## src/rtl/seg_xlate_pkg.sv

```systemverilog
package seg_xlate_pkg;

    localparam int TSEL_W  = 2;
    localparam int PRIV_W  = 2;
    localparam int DPL_LSB = 5;

    typedef enum logic [TSEL_W-1:0] {
        TBL_GLOBAL = 2'b00,
        TBL_LOCAL  = 2'b01,
        TBL_INTR   = 2'b10,
        TBL_RSVD   = 2'b11
    } tbl_sel_e;

    typedef enum logic [1:0] {
        ACC_IDLE    = 2'd0,
        ACC_WROTE   = 2'd1,
        ACC_READ    = 2'd2,
        ACC_REFUSED = 2'd3
    } acc_state_e;

    function automatic logic [PRIV_W-1:0] priv_weaker(
        input logic [PRIV_W-1:0] a,
        input logic [PRIV_W-1:0] b
    );
        return (a > b) ? a : b;
    endfunction

endpackage

```

## src/rtl/seg_tbl_bank.sv

```systemverilog
module seg_tbl_bank
    import seg_xlate_pkg::*;
#(
    parameter int ADDR_W  = 32,
    parameter int LIM_W   = 16,
    parameter int NUM_TBL = 3
) (
    input  logic              clk,
    input  logic              rst,
    input  logic              wr_en,
    input  logic [TSEL_W-1:0] wr_idx,
    input  logic [ADDR_W-1:0] wr_base,
    input  logic [LIM_W-1:0]  wr_limit,
    input  logic [TSEL_W-1:0] rq_idx,
    output logic [ADDR_W-1:0] rq_base,
    output logic [LIM_W-1:0]  rq_limit,
    output logic              rq_hit,
    input  logic [TSEL_W-1:0] st_idx,
    output logic [ADDR_W-1:0] st_base,
    output logic [LIM_W-1:0]  st_limit
);

    logic [ADDR_W-1:0] base_q  [NUM_TBL];
    logic [LIM_W-1:0]  limit_q [NUM_TBL];
    logic [NUM_TBL-1:0] rq_match;
    logic [NUM_TBL-1:0] st_match;
    logic [NUM_TBL-1:0] wr_match;

    // one decode line per table for each access path
    for (genvar g = 0; g < NUM_TBL; g++) begin : g_dec
        assign rq_match[g] = (rq_idx == TSEL_W'(g));
        assign st_match[g] = (st_idx == TSEL_W'(g));
        assign wr_match[g] = wr_en && (wr_idx == TSEL_W'(g));
    end

    always_ff @(posedge clk) begin
        if (rst) begin
            for (int t = 0; t < NUM_TBL; t++) begin
                base_q[t]  <= '0;
                limit_q[t] <= '0;
            end
        end else begin
            for (int t = 0; t < NUM_TBL; t++) begin
                if (wr_match[t]) begin
                    base_q[t]  <= wr_base;
                    limit_q[t] <= wr_limit;
                end
            end
        end
    end

    always_comb begin
        rq_base  = '0;
        rq_limit = '0;
        rq_hit   = 1'b0;
        st_base  = '0;
        st_limit = '0;
        for (int t = 0; t < NUM_TBL; t++) begin
            if (rq_match[t]) begin
                rq_base  = base_q[t];
                rq_limit = limit_q[t];
                rq_hit   = 1'b1;
            end
            if (st_match[t]) begin
                st_base  = base_q[t];
                st_limit = limit_q[t];
            end
        end
    end

endmodule

```

## src/rtl/seg_desc_locate.sv

```systemverilog
module seg_desc_locate #(
    parameter int ADDR_W    = 32,
    parameter int LIM_W     = 16,
    parameter int SEL_W     = 16,
    parameter int DESC_LOG2 = 3
) (
    input  logic [SEL_W-1:DESC_LOG2] sel_index,
    input  logic [ADDR_W-1:0]        base,
    input  logic [LIM_W-1:0]         limit,
    input  logic                     hit,
    output logic [ADDR_W-1:0]        desc_addr,
    output logic                     lim_fault
);

    localparam int IDX_W = SEL_W - DESC_LOG2;
    localparam int CMP_W = ((SEL_W > LIM_W) ? SEL_W : LIM_W) + 1;
    localparam int LAST  = (1 << DESC_LOG2) - 1;

    logic [IDX_W-1:0] idx;
    logic [SEL_W-1:0] ofs;
    logic [CMP_W-1:0] last_byte;
    logic             over;

    assign idx       = sel_index;
    assign ofs       = {idx, {DESC_LOG2{1'b0}}};
    assign last_byte = CMP_W'(ofs) + CMP_W'(LAST);
    assign over      = last_byte > CMP_W'(limit);

    always_comb begin
        if (hit) begin
            desc_addr = base + ADDR_W'(ofs);
            lim_fault = over;
        end else begin
            desc_addr = '0;
            lim_fault = 1'b1;
        end
    end

endmodule

```

## src/rtl/seg_priv_eval.sv

```systemverilog
module seg_priv_eval
    import seg_xlate_pkg::*;
(
    input  logic [PRIV_W-1:0] rpl,
    input  logic [PRIV_W-1:0] dpl,
    input  logic [PRIV_W-1:0] cur,
    output logic [PRIV_W-1:0] epl,
    output logic              deny
);

    logic weaker_req;
    logic weaker_cur;

    assign epl        = priv_weaker(rpl, dpl);
    assign weaker_req = epl > dpl;
    assign weaker_cur = cur > dpl;
    assign deny       = weaker_req || weaker_cur;

endmodule

```

## src/rtl/seg_table_xlate.sv

```systemverilog
module seg_table_xlate
    import seg_xlate_pkg::*;
#(
    parameter int ADDR_W    = 32,
    parameter int LIM_W     = 16,
    parameter int SEL_W     = 16,
    parameter int NUM_TBL   = 3,
    parameter int DESC_LOG2 = 3
) (
    input  logic              clk,
    input  logic              rst,
    input  logic [1:0]        cpl,
    input  logic              tr_load,
    input  logic              tr_store,
    input  logic [1:0]        tr_tbl,
    input  logic [ADDR_W-1:0] tr_base_in,
    input  logic [LIM_W-1:0]  tr_limit_in,
    output logic              tr_rd_valid,
    output logic [ADDR_W-1:0] tr_rd_base,
    output logic [LIM_W-1:0]  tr_rd_limit,
    output logic              prot_fault,
    input  logic              req_valid,
    input  logic [SEL_W-1:0]  req_sel,
    input  logic [1:0]        req_tbl,
    input  logic [7:0]        req_ar,
    output logic              rsp_valid,
    output logic [ADDR_W-1:0] rsp_addr,
    output logic              rsp_limit_fault,
    output logic              rsp_priv_fault,
    output logic [1:0]        rsp_epl
);

    acc_state_e state_q, state_d;

    logic              top_priv;
    logic              tbl_exists;
    logic              wr_en;
    logic              rd_take;
    logic [ADDR_W-1:0] rq_base, st_base;
    logic [LIM_W-1:0]  rq_limit, st_limit;
    logic              rq_hit;
    logic [ADDR_W-1:0] loc_addr;
    logic              loc_fault;
    logic [PRIV_W-1:0] pe_epl;
    logic              pe_deny;
    logic [ADDR_W-1:0] rd_base_q;
    logic [LIM_W-1:0]  rd_limit_q;

    assign top_priv   = (cpl == '0);
    assign tbl_exists = (tbl_sel_e'(tr_tbl) != TBL_RSVD);
    assign wr_en      = (state_d == ACC_WROTE);
    assign rd_take    = (state_d == ACC_READ);

    // access port: next state
    always_comb begin
        state_d = ACC_IDLE;
        if (tr_load) begin
            if (!top_priv)       state_d = ACC_REFUSED;
            else if (tbl_exists) state_d = ACC_WROTE;
            else                 state_d = ACC_IDLE;
        end else if (tr_store) begin
            state_d = ACC_READ;
        end
    end

    // access port: state register
    always_ff @(posedge clk) begin
        if (rst) state_q <= ACC_IDLE;
        else     state_q <= state_d;
    end

    // access port: outputs decoded from the state
    always_comb begin
        prot_fault  = 1'b0;
        tr_rd_valid = 1'b0;
        unique case (state_q)
            ACC_IDLE:    ;
            ACC_WROTE:   ;
            ACC_READ:    tr_rd_valid = 1'b1;
            ACC_REFUSED: prot_fault  = 1'b1;
        endcase
    end

    always_ff @(posedge clk) begin
        if (rst) begin
            rd_base_q  <= '0;
            rd_limit_q <= '0;
        end else if (rd_take) begin
            rd_base_q  <= st_base;
            rd_limit_q <= st_limit;
        end
    end

    assign tr_rd_base  = rd_base_q;
    assign tr_rd_limit = rd_limit_q;

    seg_tbl_bank #(
        .ADDR_W  (ADDR_W),
        .LIM_W   (LIM_W),
        .NUM_TBL (NUM_TBL)
    ) u_bank (
        .clk      (clk),
        .rst      (rst),
        .wr_en    (wr_en),
        .wr_idx   (tr_tbl),
        .wr_base  (tr_base_in),
        .wr_limit (tr_limit_in),
        .rq_idx   (req_tbl),
        .rq_base  (rq_base),
        .rq_limit (rq_limit),
        .rq_hit   (rq_hit),
        .st_idx   (tr_tbl),
        .st_base  (st_base),
        .st_limit (st_limit)
    );

    seg_desc_locate #(
        .ADDR_W    (ADDR_W),
        .LIM_W     (LIM_W),
        .SEL_W     (SEL_W),
        .DESC_LOG2 (DESC_LOG2)
    ) u_locate (
        .sel_index (req_sel[SEL_W-1:DESC_LOG2]),
        .base      (rq_base),
        .limit     (rq_limit),
        .hit       (rq_hit),
        .desc_addr (loc_addr),
        .lim_fault (loc_fault)
    );

    seg_priv_eval u_priv (
        .rpl  (req_sel[PRIV_W-1:0]),
        .dpl  (req_ar[DPL_LSB +: PRIV_W]),
        .cur  (cpl),
        .epl  (pe_epl),
        .deny (pe_deny)
    );

    // response register: one clock after a valid request
    always_ff @(posedge clk) begin
        if (rst) begin
            rsp_valid       <= 1'b0;
            rsp_addr        <= '0;
            rsp_limit_fault <= 1'b0;
            rsp_priv_fault  <= 1'b0;
            rsp_epl         <= '0;
        end else begin
            rsp_valid <= req_valid;
            if (req_valid) begin
                rsp_addr        <= loc_addr;
                rsp_limit_fault <= loc_fault;
                rsp_priv_fault  <= pe_deny;
                rsp_epl         <= pe_epl;
            end
        end
    end

endmodule

```

## config.mk

```make
export PLATFORM = sky130hd
export DESIGN_NAME = seg_table_xlate
export DESIGN_NICKNAME = d
export VERILOG_FILES = /design/src/rtl/seg_xlate_pkg.sv /design/src/rtl/seg_tbl_bank.sv /design/src/rtl/seg_desc_locate.sv /design/src/rtl/seg_priv_eval.sv /design/src/rtl/seg_table_xlate.sv
export SDC_FILE = /design/constraint.sdc
export NUM_CORES = 1
export LEC_CHECK = 0
export BUFFER_PORTS_ARGS = -buffer_cell sky130_fd_sc_hd__buf_2
export CORE_MARGIN = 2
export CORE_UTILIZATION = 45
export CTS_BUF_LIST = sky130_fd_sc_hd__clkbuf_8
export CTS_CLUSTER_DIAMETER = 30
export DETAILED_ROUTE_END_ITERATION = 8
export GPL_TIMING_DRIVEN = 0
export PLACE_DENSITY = 0.68
export SLEW_MARGIN = 20
export SYNTH_ARGS = -nofsm -noshare
export SYNTH_HDL_FRONTEND = slang
export SYNTH_SLANG_ARGS = --single-unit
```

## constraint.sdc

```tcl
create_clock -name clk -period 12.55 [get_ports clk]
set_clock_uncertainty 0.1 [all_clocks]
set_input_delay 1.255 -clock clk [delete_from_list [all_inputs] [get_ports clk]]
set_output_delay 1.255 -clock clk [all_outputs]
set_load 0.03 [all_outputs]
```

* Word level (Yosys, flattened, before mapping)
Memories as Yosys holds them, arrays and structs flattened.
Index checks and enable logic that the tools add are counted.
** Word-level totals
- Register bits after elaboration :: 87
- Latch bits :: 0
- Memory bits (writable) :: 144
- Bits in read-only memories :: 0
- Input bits :: 83
- Logic and storage cells :: 79
- Memories :: 2
** Cells by class
- $add $sub $neg :: 2
- $mul :: 0
- Div/mod/pow operators :: 0
- $lt $le $gt $ge :: 4
- Eq/ne operators :: 9
- Shifts and indexed selects :: 0
- Mux-type cells :: 41
- Bitwise gates (word level) :: 6
- Reduce and logical (&&, ||, !) cells :: 7
** Memories
- u_bank.base_q :: words 3, bits a word 32, rd ports 3, clocked after Yosys merged registers in 0, wr ports 3, line seg_tbl_bank.sv:23 : logic [ADDR_W-1:0] base_q [NUM_TBL];
- u_bank.limit_q :: words 3, bits a word 16, rd ports 3, clocked after Yosys merged registers in 0, wr ports 3, line seg_tbl_bank.sv:24 : logic [LIM_W-1:0] limit_q [NUM_TBL];
** Operator list (number)
- $mux 32 :: 10
- $mux 16 :: 9
- $add 32x16->32 :: 1
- $mux 1 :: 18
- $add 16x3->17 const B :: 1
- $gt 17x16->1 :: 1
- $eq 2x2->1 const B :: 5
- $mux 2 :: 4
- $eq 2x1->1 const B :: 3
- $gt 2x2->1 :: 3
- $logic_not 2->1 :: 3
- $or 1x1->1 :: 6
- $logic_and 1x1->1 :: 3
- $ne 2x2->1 const B :: 1
- $logic_or 1x1->1 :: 1

* Logic depth before layout (Yosys ltp)
Gate-level depths: netlist of the first run.
- Depth in word-level cells :: 10
- Depth in mapped cells :: 15
- Gate-level depth less buffers :: 12

* Hierarchy
From an unflattened synthesis of the first run, not the netlist that was laid out.
** Unflattened totals
- Cells, all modules :: 1050
- Area, all modules :: 12331.8 um2
** By module, submodules not included
- seg_tbl_bank :: times used 1, cells each 440, area an instance 6977.9 um2, sequential area each 4324.1 um2
- seg_table_xlate :: times used 1, cells each 347, area an instance 3614.7 um2, sequential area each 1741.7 um2
- seg_desc_locate :: times used 1, cells each 235, area an instance 1532.7 um2, sequential area each 0.0 um2
- seg_priv_eval :: times used 1, cells each 28, area an instance 206.4 um2, sequential area each 0.0 um2

* Least setup slack after synthesis of the first run
No wires, ideal clock.
- Kind :: in2reg
- Start :: input tr_tbl[0]
- End :: memory u_bank.base_q[1][0] (netlist: u_bank.base_q[0][32]), enable pin
- Library setup time :: 0.520 ns
- Data arrival time :: 5.455 ns
- Required time :: 11.930 ns
- Slack :: 6.475 ns
- Stages :: 4
- Buffers on the path :: 2
- Cells stage by stage :: clkbuf_1 -> buf_1 -> nand3_1 -> o21ai_0
** RTL lines
- start: declaration :: line seg_table_xlate.sv:15 : input logic [1:0] tr_tbl,
- end: declaration :: line seg_tbl_bank.sv:23

* Worst setup path in the final report of the first run
- Start :: input req_tbl[1]
- End :: register rsp_addr[31]
** Between the ends
- Cells in the longest elaborated chain, start to end :: 6
** Ends and longest elaborated chain
- start: declaration :: line seg_table_xlate.sv:24 : input logic [1:0] req_tbl,
- $logic_not 2->1 :: line seg_tbl_bank.sv:31 : assign rq_match[g] = (rq_idx == TSEL_W'(g));
- $mux 32 (3 in series) :: line seg_tbl_bank.sv:59 : if (rq_match[t]) begin
- $add 32x16->32 :: line seg_desc_locate.sv:31 : desc_addr = base + ADDR_W'(ofs);
- $mux 32 (*) :: line seg_desc_locate.sv:30 : if (hit) begin
- end signal: assignment :: line seg_table_xlate.sv:150 : rsp_addr <= loc_addr;
- end: declaration :: line seg_table_xlate.sv:27 : output logic [ADDR_W-1:0] rsp_addr,
Every way passes the cells marked *; elsewhere a longest branch is shown, timed or not.
A chain may end at the register's enable or synchronous reset.

==> summary.txt, run 1 <==
Cells and area
  • Area Growth Syn to Fin: 21.8%
  • Share of cells above drive strength 1: 21.1%
  • N_diodes: 0
  • Final nets: 1301
  • Cell area after layout: 13200 µm²
  • Most common cell after layout, fill and taps aside: buf_2
  • Most frequent cells in the layout: 165 x buf_2, 144 x nor2_1, 144 x edfxtp_1, 95 x mux2i_1, 87 x dfxtp_1

Critical path
  • R2R setup slack: 9.25 ns
  • Crit. End Element: register
  • Worst r2r path cells: 11
  • Startpoint Class: primary input
  • WS Path Type: in2reg
  • Worst reg2reg path startpoint: u_bank.base_q[0][35]$_DFFE_PP_
  • Critical Path End: rsp_addr[31]$_SDFFE_PP0P_
  • Critical path required time: 12.89 ns
  • Crit path max fanout: 10
  • R2R Path End: rsp_addr[31]$_SDFFE_PP0P_
  • Crit path launch: req_tbl[1]
  • Worst EP arrival: 6.05 ns

Floorplan
  • Die Span Y: 159 µm
  • Top-level I/O count: 170
  • Initial Util: 46.0%
  • Std-Cell Rows: 56
  • Core Area: 23500 µm²
  • DIE WIDTH: 159 µm
  • Full die area: 25300 µm²

Global routing
  • First-pass GRT wire length: 45900 µm
  • Initial antenna violation count: 0
  • GRT Overall Usage: 23.3%
  • GR Layer Usage met2: 36.6%
  • GR peak layer: met2
  • Met3 Use GR: 5.29%
  • Met1 usage: 31.4%
  • Vias in the first global route: 8311
  • Total gr overflow: 0
  • Pin count of the biggest net entering global routing: 38

STA
  • Fin crit share: 45.5%
  • Final min period: 5.71 ns
  • Fin. Hold Viols: 0
  • TNS Setup: 0 ns
  • Max-slew violation count: 0
  • Max Clk Rate: 175 MHz
  • Slew margin rel.: 39.4%
  • Final Setup Violations: 0
  • Worst Tran Pin Value: 0.908 ns
  • Unrepaired setup endpoints after global routing: no

Clock tree
  • Post-CTS Resized: 0
  • Clock sink count: 231
  • Reg clk slew, reported paths: 0.06 ns
  • CTS Hold Bufs: 0
  • Worst skew pair latency: 0.55 ns
  • Clk root buf: clkbuf_8
  • Total CTS buffers: 45
  • H-tree Lvls: 2
  • Post-CTS setup buffers: 0
  • Max clock buf depth: 3
  • CTS tree: yes

Placement
  • Post-DP Area: 12200 µm²
  • Routability Congestion: 0.861
  • HPWL after DPL: 22000 µm
  • Port buffer count: 160

Run status
  • Status: finished, final reports clean

Routing
  • WL final: 29900 µm
  • Via count: 8346
  • Wire per inst: 19.5 µm
  • Post-DRT Antenna Nets: 0
  • Vias per cell: 5.43
  • DRC viols: 0
  • Initial drt markers: 583
  • Drt pass-1 iters: 5

Logic synthesis
  • Top_reg_cell synth: edfxtp_1
  • Mapped Area: 10800 µm²
  • Dominant cell type by area after synthesis: edfxtp_1
  • Post-synth EDFFs: 144
  • Top cells by area, synth: edfxtp_1 40%, dfxtp_1 16%, mux2i_1 8.8%, nor2_1 5.0%, a211oi_1 4.0%
  • Synthesized area per cell: 11.2 µm²
  • Post-synthesis mux area share: 8.77%
  • Count of cell types in the netlist: 57
  • Synth Area in Simple Gates: 11.7%
  • Xor and xnor area share after synthesis: 1.94%
  • Compound-Gate Fraction of Synth Area: 14.7%
  • Yosys warning total: 0
  • Synth Instances: 969
  • Syn Nets: 1087
  • #FFs+latches synth: 231
  • Post-synthesis adder-cell area fraction: 4.11%
  • Share of the synthesized area in the top cell type: 39.9%
  • Seq/Total Area, Yosys: 56.0%
  • Largest family of logic cells by synthesized area: compound AO/OA/AOI/OAI gates
  • Asr flop ratio synth: 0%

Power and ir drop
  • Power Dens Cells: 151 nW/µm²
  • VDD IR max: 0.0000832 V
  • P_leak: 5.48 nW

Worst hold path
  • Hold path start: rsp_addr[17]$_SDFFE_PP0P_
  • Hold Crit Class: reg2reg

Run
  • Max-Cap Viols: 0
-- worst min path at each step --
stage                                endpoint  slack [ns]  cells past startpoint
floorplan            rsp_addr[6]$_SDFFE_PP0P_        0.49                      2
global placement      rsp_epl[1]$_SDFFE_PP0P_        0.36                      2
detailed placement  rsp_addr[31]$_SDFFE_PP0P_        0.36                      1
finish              rsp_addr[17]$_SDFFE_PP0P_        0.37                      1
global route        rsp_addr[27]$_SDFFE_PP0P_        0.38                      1
CTS                 rsp_addr[31]$_SDFFE_PP0P_        0.37                      1
-- routing by layer --
metal,share of wire [%],vias to the layer above
met1,44,3957
li1,-,3987
met3,8.2,65
met2,45,337
met5,0,-
met4,3.2,0
-- cell families after synthesis --
| family | Yosys count |
|---|---|
| flops | 231 |
| buf+inv | 78 |
| xor+xnor | 24 |
| mux | 95 |
| simple gates | 269 |
| fa+ha+maj | 35 |
| compound gates | 237 |
-- sequential cells by signal (all words and copies together) (netlist names) --
register / flops
u_bank.base_q: 96
u_bank.limit_q: 48
rsp_addr: 32
tr_rd_base: 32
tr_rd_limit: 16
rsp_epl: 2
state_q: 2
rsp_limit_fault: 1
rsp_priv_fault: 1
rsp_valid: 1
-- cell usage after synthesis, drive strengths merged (9+ instances only) --
master / count
xnor2: 16
and2: 51
clkbuf: 45
o21ai: 28
inv: 15
mux2i: 95
ha: 34
buf: 18
a21o: 9
edfxtp: 144
nor2b: 14
nand2: 30
a211oi: 59
a22o: 20
dfxtp: 87
a21oi: 82
nor2: 145
-- stage by stage --
step | power, W | setup WS, ns | std cells | hold slack (ns) | util (%)
2_1_floorplan | 0.00109 | 6.47 | 969 | 0.494 | -
3_3_place_gp | 0.00119 | 3.29 | 1448 | 0.361 | 51.1
3_5_place_dp | 0.00119 | 6.38 | 1455 | 0.361 | 51.9
4_1_cts | 0.00199 | 6.95 | 1538 | 0.374 | 56.1
5_1_grt | 0.00207 | 6.65 | 1538 | 0.385 | 56.1
6_report | 0.00199 | 6.84 | 1538 | 0.372 | 56.1
-- power by group --
group	switching (W)	total [W]	internal, W
combinational	0.000190	0.000296	0.000105
clock	0.000336	0.000805	0.000469
sequential	0.0000276	0.000886	0.000859
total	0.000554	0.00199	0.00143
-- layout make-up --
cell class                      count  area [µm²]
Clock inverter                     35         330
Timing Repair Buffer              167         936
Buffer                             63         254
Clock buffer                       48         661
Tap cell                          319         399
Sequential cell                   231        6070
Fill cell                        2113       10300
Multi-Input combinational cell    660        4500
Inverter                           15        56.3
-- critical path: stages --
cell and delay [ns]:
buf_2 0.10, clkbuf_1 0.48, clkbuf_1 0.53, buf_1 0.53, clkbuf_1 0.48, o21ai_0 0.23, ha_1 0.27, fa_1 0.45
a211oi_2 0.25, o21bai_1 0.14, a2111o_1 0.52, o311a_4 0.38, nand4_1 0.11, xnor2_1 0.08, a22o_1 0.24
Note: power is estimated with default switching activity, not from simulation.
==> run 2: changes to the inputs <==
--- a/config.mk
+++ b/config.mk
@@ -12,7 +12,7 @@
 export CTS_CLUSTER_DIAMETER = 30
 export DETAILED_ROUTE_END_ITERATION = 8
 export GPL_TIMING_DRIVEN = 0
-export PLACE_DENSITY = 0.68
+export PLACE_DENSITY = 0.7
 export SLEW_MARGIN = 20
 export SYNTH_ARGS = -nofsm -noshare
 export SYNTH_HDL_FRONTEND = slang
==> constraint.sdc (replaced) <==
create_clock -name clk -period 4.6 [get_ports clk]
set_clock_uncertainty 0.1 [all_clocks]
set_input_delay 0.46 -clock clk [delete_from_list [all_inputs] [get_ports clk]]
set_output_delay 0.46 -clock clk [all_outputs]
set_load 0.03 [all_outputs]
==> run 2 against run 1 <==
  * Via count down 0.36%
  * Sequential share of layout area down 0.22 points
  * Register-to-register slack worse by 8.0 ns
  * Cell count down 0.46%
  * Non-clock buffer count down 2
  * Global-route usage down 0.34 points
  * Clock-buffer cell count down 1
  * Highest routed layer is now met5
  * Combinational power rose to 2.7 times the previous value
  * Total power rose to 2.8 times the previous value
  * Design area up 0.48%
  * Largest power group unchanged
  * First-iteration DRC count up 17%
  * Largest cell class unchanged
  * Critical path depth up 1
==> summary.txt, run 2 (synthesized netlist as in run 1, its figures left out) <==
Cells and area
  • Top flop regs: u_bank.base_q x96, u_bank.limit_q x48
  • Largest register FFs: 96 (unchanged)
  • Final cell count without fillers: 1531 (-0.46%)
  • Area Growth Syn to Fin: 22.3%
  • Reg with most FFs: u_bank.base_q
  • Final nets: 1296 (-0.38%)
  • Most common cell after layout, fill and taps aside: buf_2
  • Final core occ: 56.3% (+0.27 points)
  • Share of cells above drive strength 1: 21.2% (+0.12 points)
  • N_diodes: 0 (unchanged)
  • Cell area after layout: 13300 µm² (+0.48%)
  • Most frequent cells in the layout: 165 x buf_2, 144 x nor2_1, 144 x edfxtp_1, 95 x mux2i_1, 87 x dfxtp_1

Floorplan
  • Die Span Y: 159 µm (unchanged)
  • Std-Cell Rows: 56 (unchanged)
  • Initial Util: 46.0% (unchanged)
  • Full die area: 25300 µm² (unchanged)
  • Core Area: 23500 µm² (unchanged)
  • Top-level I/O count: 170 (unchanged)
  • DIE WIDTH: 159 µm (unchanged)

Clock tree
  • H-tree Lvls: 2 (unchanged)
  • Clk root buf: clkbuf_8
  • CTS Hold Bufs: 0 (unchanged)
  • Post-CTS setup buffers: 0 (unchanged)
  • Total CTS buffers: 42 (-6.7%)
  • Reg clk slew, reported paths: 0.06 ns (about the same)
  • CTS tree: yes
  • Worst skew pair latency: 0.56 ns (about the same)
  • Max clock buf depth: 3 (unchanged)
  • Clock sink count: 231 (unchanged)

Global routing
  • Total gr overflow: 0 (unchanged)
  • Vias in the first global route: 8294 (-0.20%)
  • GRT Overall Usage: 22.9% (-0.34 points)
  • Initial antenna violation count: 1 (+1)
  • First-pass GRT wire length: 45500 µm (-0.95%)
  • Pin count of the biggest net entering global routing: 39 (+2.6%)

STA
  • Max-slew violation count: 0 (unchanged)
  • Unrepaired setup endpoints after global routing: no
  • Slew margin rel.: 43.2% (+3.7 points)
  • Fin crit share: 95.1%
  • Final setup margin: 0.225 ns (-6.61 ns)
  • Worst Tran Pin Value: 0.853 ns (-0.0558 ns)
  • Fin. Hold Viols: 0 (unchanged)
  • Final min period: 4.37 ns
  • TNS Setup: 0 ns (unchanged)
  • Final Setup Violations: 0 (unchanged)
  • Max Clk Rate: 229 MHz

Power and ir drop
  • Int Pwr: 0.00415 W (+190%)
  • Clock power frac: 42.9% (+2.4 points)
  • P_leak: 5.51 nW (+0.57%)
  • VDD IR max: 0.000205 V (+150%)
  • Switch share: 26.4% (-1.5 points)
  • Logic pwr share: 14.2% (-0.7 points)
  • Power Dens Cells: 425 nW/µm² (+180%)
  • Sequential power share: 42.9% (-1.7 points)
  • P_sw: 0.00149 W (+170%)

Worst hold path
  • Hold Crit Class: in2reg
  • Hold depth: 3 (+2)

Placement
  • Routability Congestion: 0.911 (+5.8%)
  • HPWL after DPL: 21500 µm (-1.9%)
  • Setup WS pre-CTS: -0.798 ns (-7.18 ns)
  • Placed cells: 1454 (-0.069%)
  • Post-DP Area: 12200 µm² (-0.12%)
  • Port buffer count: 160 (unchanged)

Critical path
  • Worst EP arrival: 4.71 ns (-1.34 ns)
  • Crit path max fanout: 10 (unchanged)
  • Worst r2r path cells: 11 (unchanged)
  • WS Path Type: in2reg
  • Crit. End Element: register
  • Startpoint Class: primary input
  • Critical path required time: 4.94 ns (-7.95 ns)

Routing
  • DRC viols: 0 (unchanged)
  • Drt pass-1 iters: 5 (unchanged)
  • Wire per inst: 19.3 µm (-1.0%)
  • Initial drt markers: 683 (+17%)
  • Vias per cell: 5.43 (about the same)
  • Via count: 8316 (-0.36%)
  • Post-DRT Antenna Nets: 0 (unchanged)
  • WL final: 29500 µm (-1.5%)

Run status
  • Status: finished, final reports clean

Run
  • Max-Cap Viols: 0 (unchanged)
[run 2: cell count changes in the layout (fill, tap and decap cells not counted), sizes merged]
cell,before,now
buf,185,183
clkinv,16,13
inv,26,22
clkbuf,93,92
bufinv,5,10
clkinvlp,3,1
[run 2: path summary, 6_finish.rpt]
kind | startpoint | endpoint | slack (ns)
worst min register to register | rsp_addr[16]$_SDFFE_PP0P_ | rsp_addr[16]$_SDFFE_PP0P_ | 0.37
worst max-delay path | req_tbl[0] | rsp_addr[31]$_SDFFE_PP0P_ | 0.23
worst min-delay path | tr_store | state_q[1]$_SDFF_PP0_ | 0.10
worst max register to register | u_bank.base_q[0][35]$_DFFE_PP_ | rsp_addr[31]$_SDFFE_PP0P_ | 1.29
[run 2: final cells by class]
class / count / area [µm²]
clock buffers: 47 / 647
well taps: 319 / 399
clock inverters: 31 / 422
multi-input cells: 660 / 4500
fillers: 2042 / 10300
repair buffers: 166 / 921
inverters: 15 / 56.3
flip-flops and latches: 231 / 6070
plain buffers: 62 / 255
[run 2: critical path, cell delays in order]
cell and delay (ns):
buf_2 0.15, buf_6 0.19, buf_2 0.35, buf_2 0.39, clkbuf_4 0.36, mux2i_1 0.21
o21ai_0 0.16, ha_1 0.28, fa_1 0.44, a211oi_2 0.23, o21bai_1 0.14, a2111o_1 0.52
o311a_4 0.38, nand4_1 0.11, xnor2_1 0.07, a22o_1 0.24
[run 2: metrics by stage]
step	hold WS [ns]	total power [W]
after floorplan	0.494	0.00298
after global placement	0.362	0.00323
after detailed placement	0.358	0.00325
after CTS	0.0786	0.00567
after global routing	0.104	0.00584
final	0.102	0.00564
[run 2: power groups by stage]
stage	Clock (W)	Combinational [W]	Sequential, W
global placement	0	0.000766	0.00246
floorplan	0	0.000429	0.00255
global route	0.00254	0.000871	0.00243
CTS	0.00245	0.000798	0.00242
detailed placement	0	0.000793	0.00246
finish	0.00242	0.000802	0.00242
[run 2: metal layers]
layer	GRT usage (%)	vias to the layer above	wire, µm
met5	0	-	13
met4	9.88	2	964
met3	4.79	70	2150
met2	35.5	354	13100
met1	31.3	3916	13200
li1	-	3974	-
[run 2: timing repair]
action / CTS / global route
setup endpoints to repair: 9 / 8
endpoints found under the hold margin: 0 / 0
gates resized for setup: 2 / 1
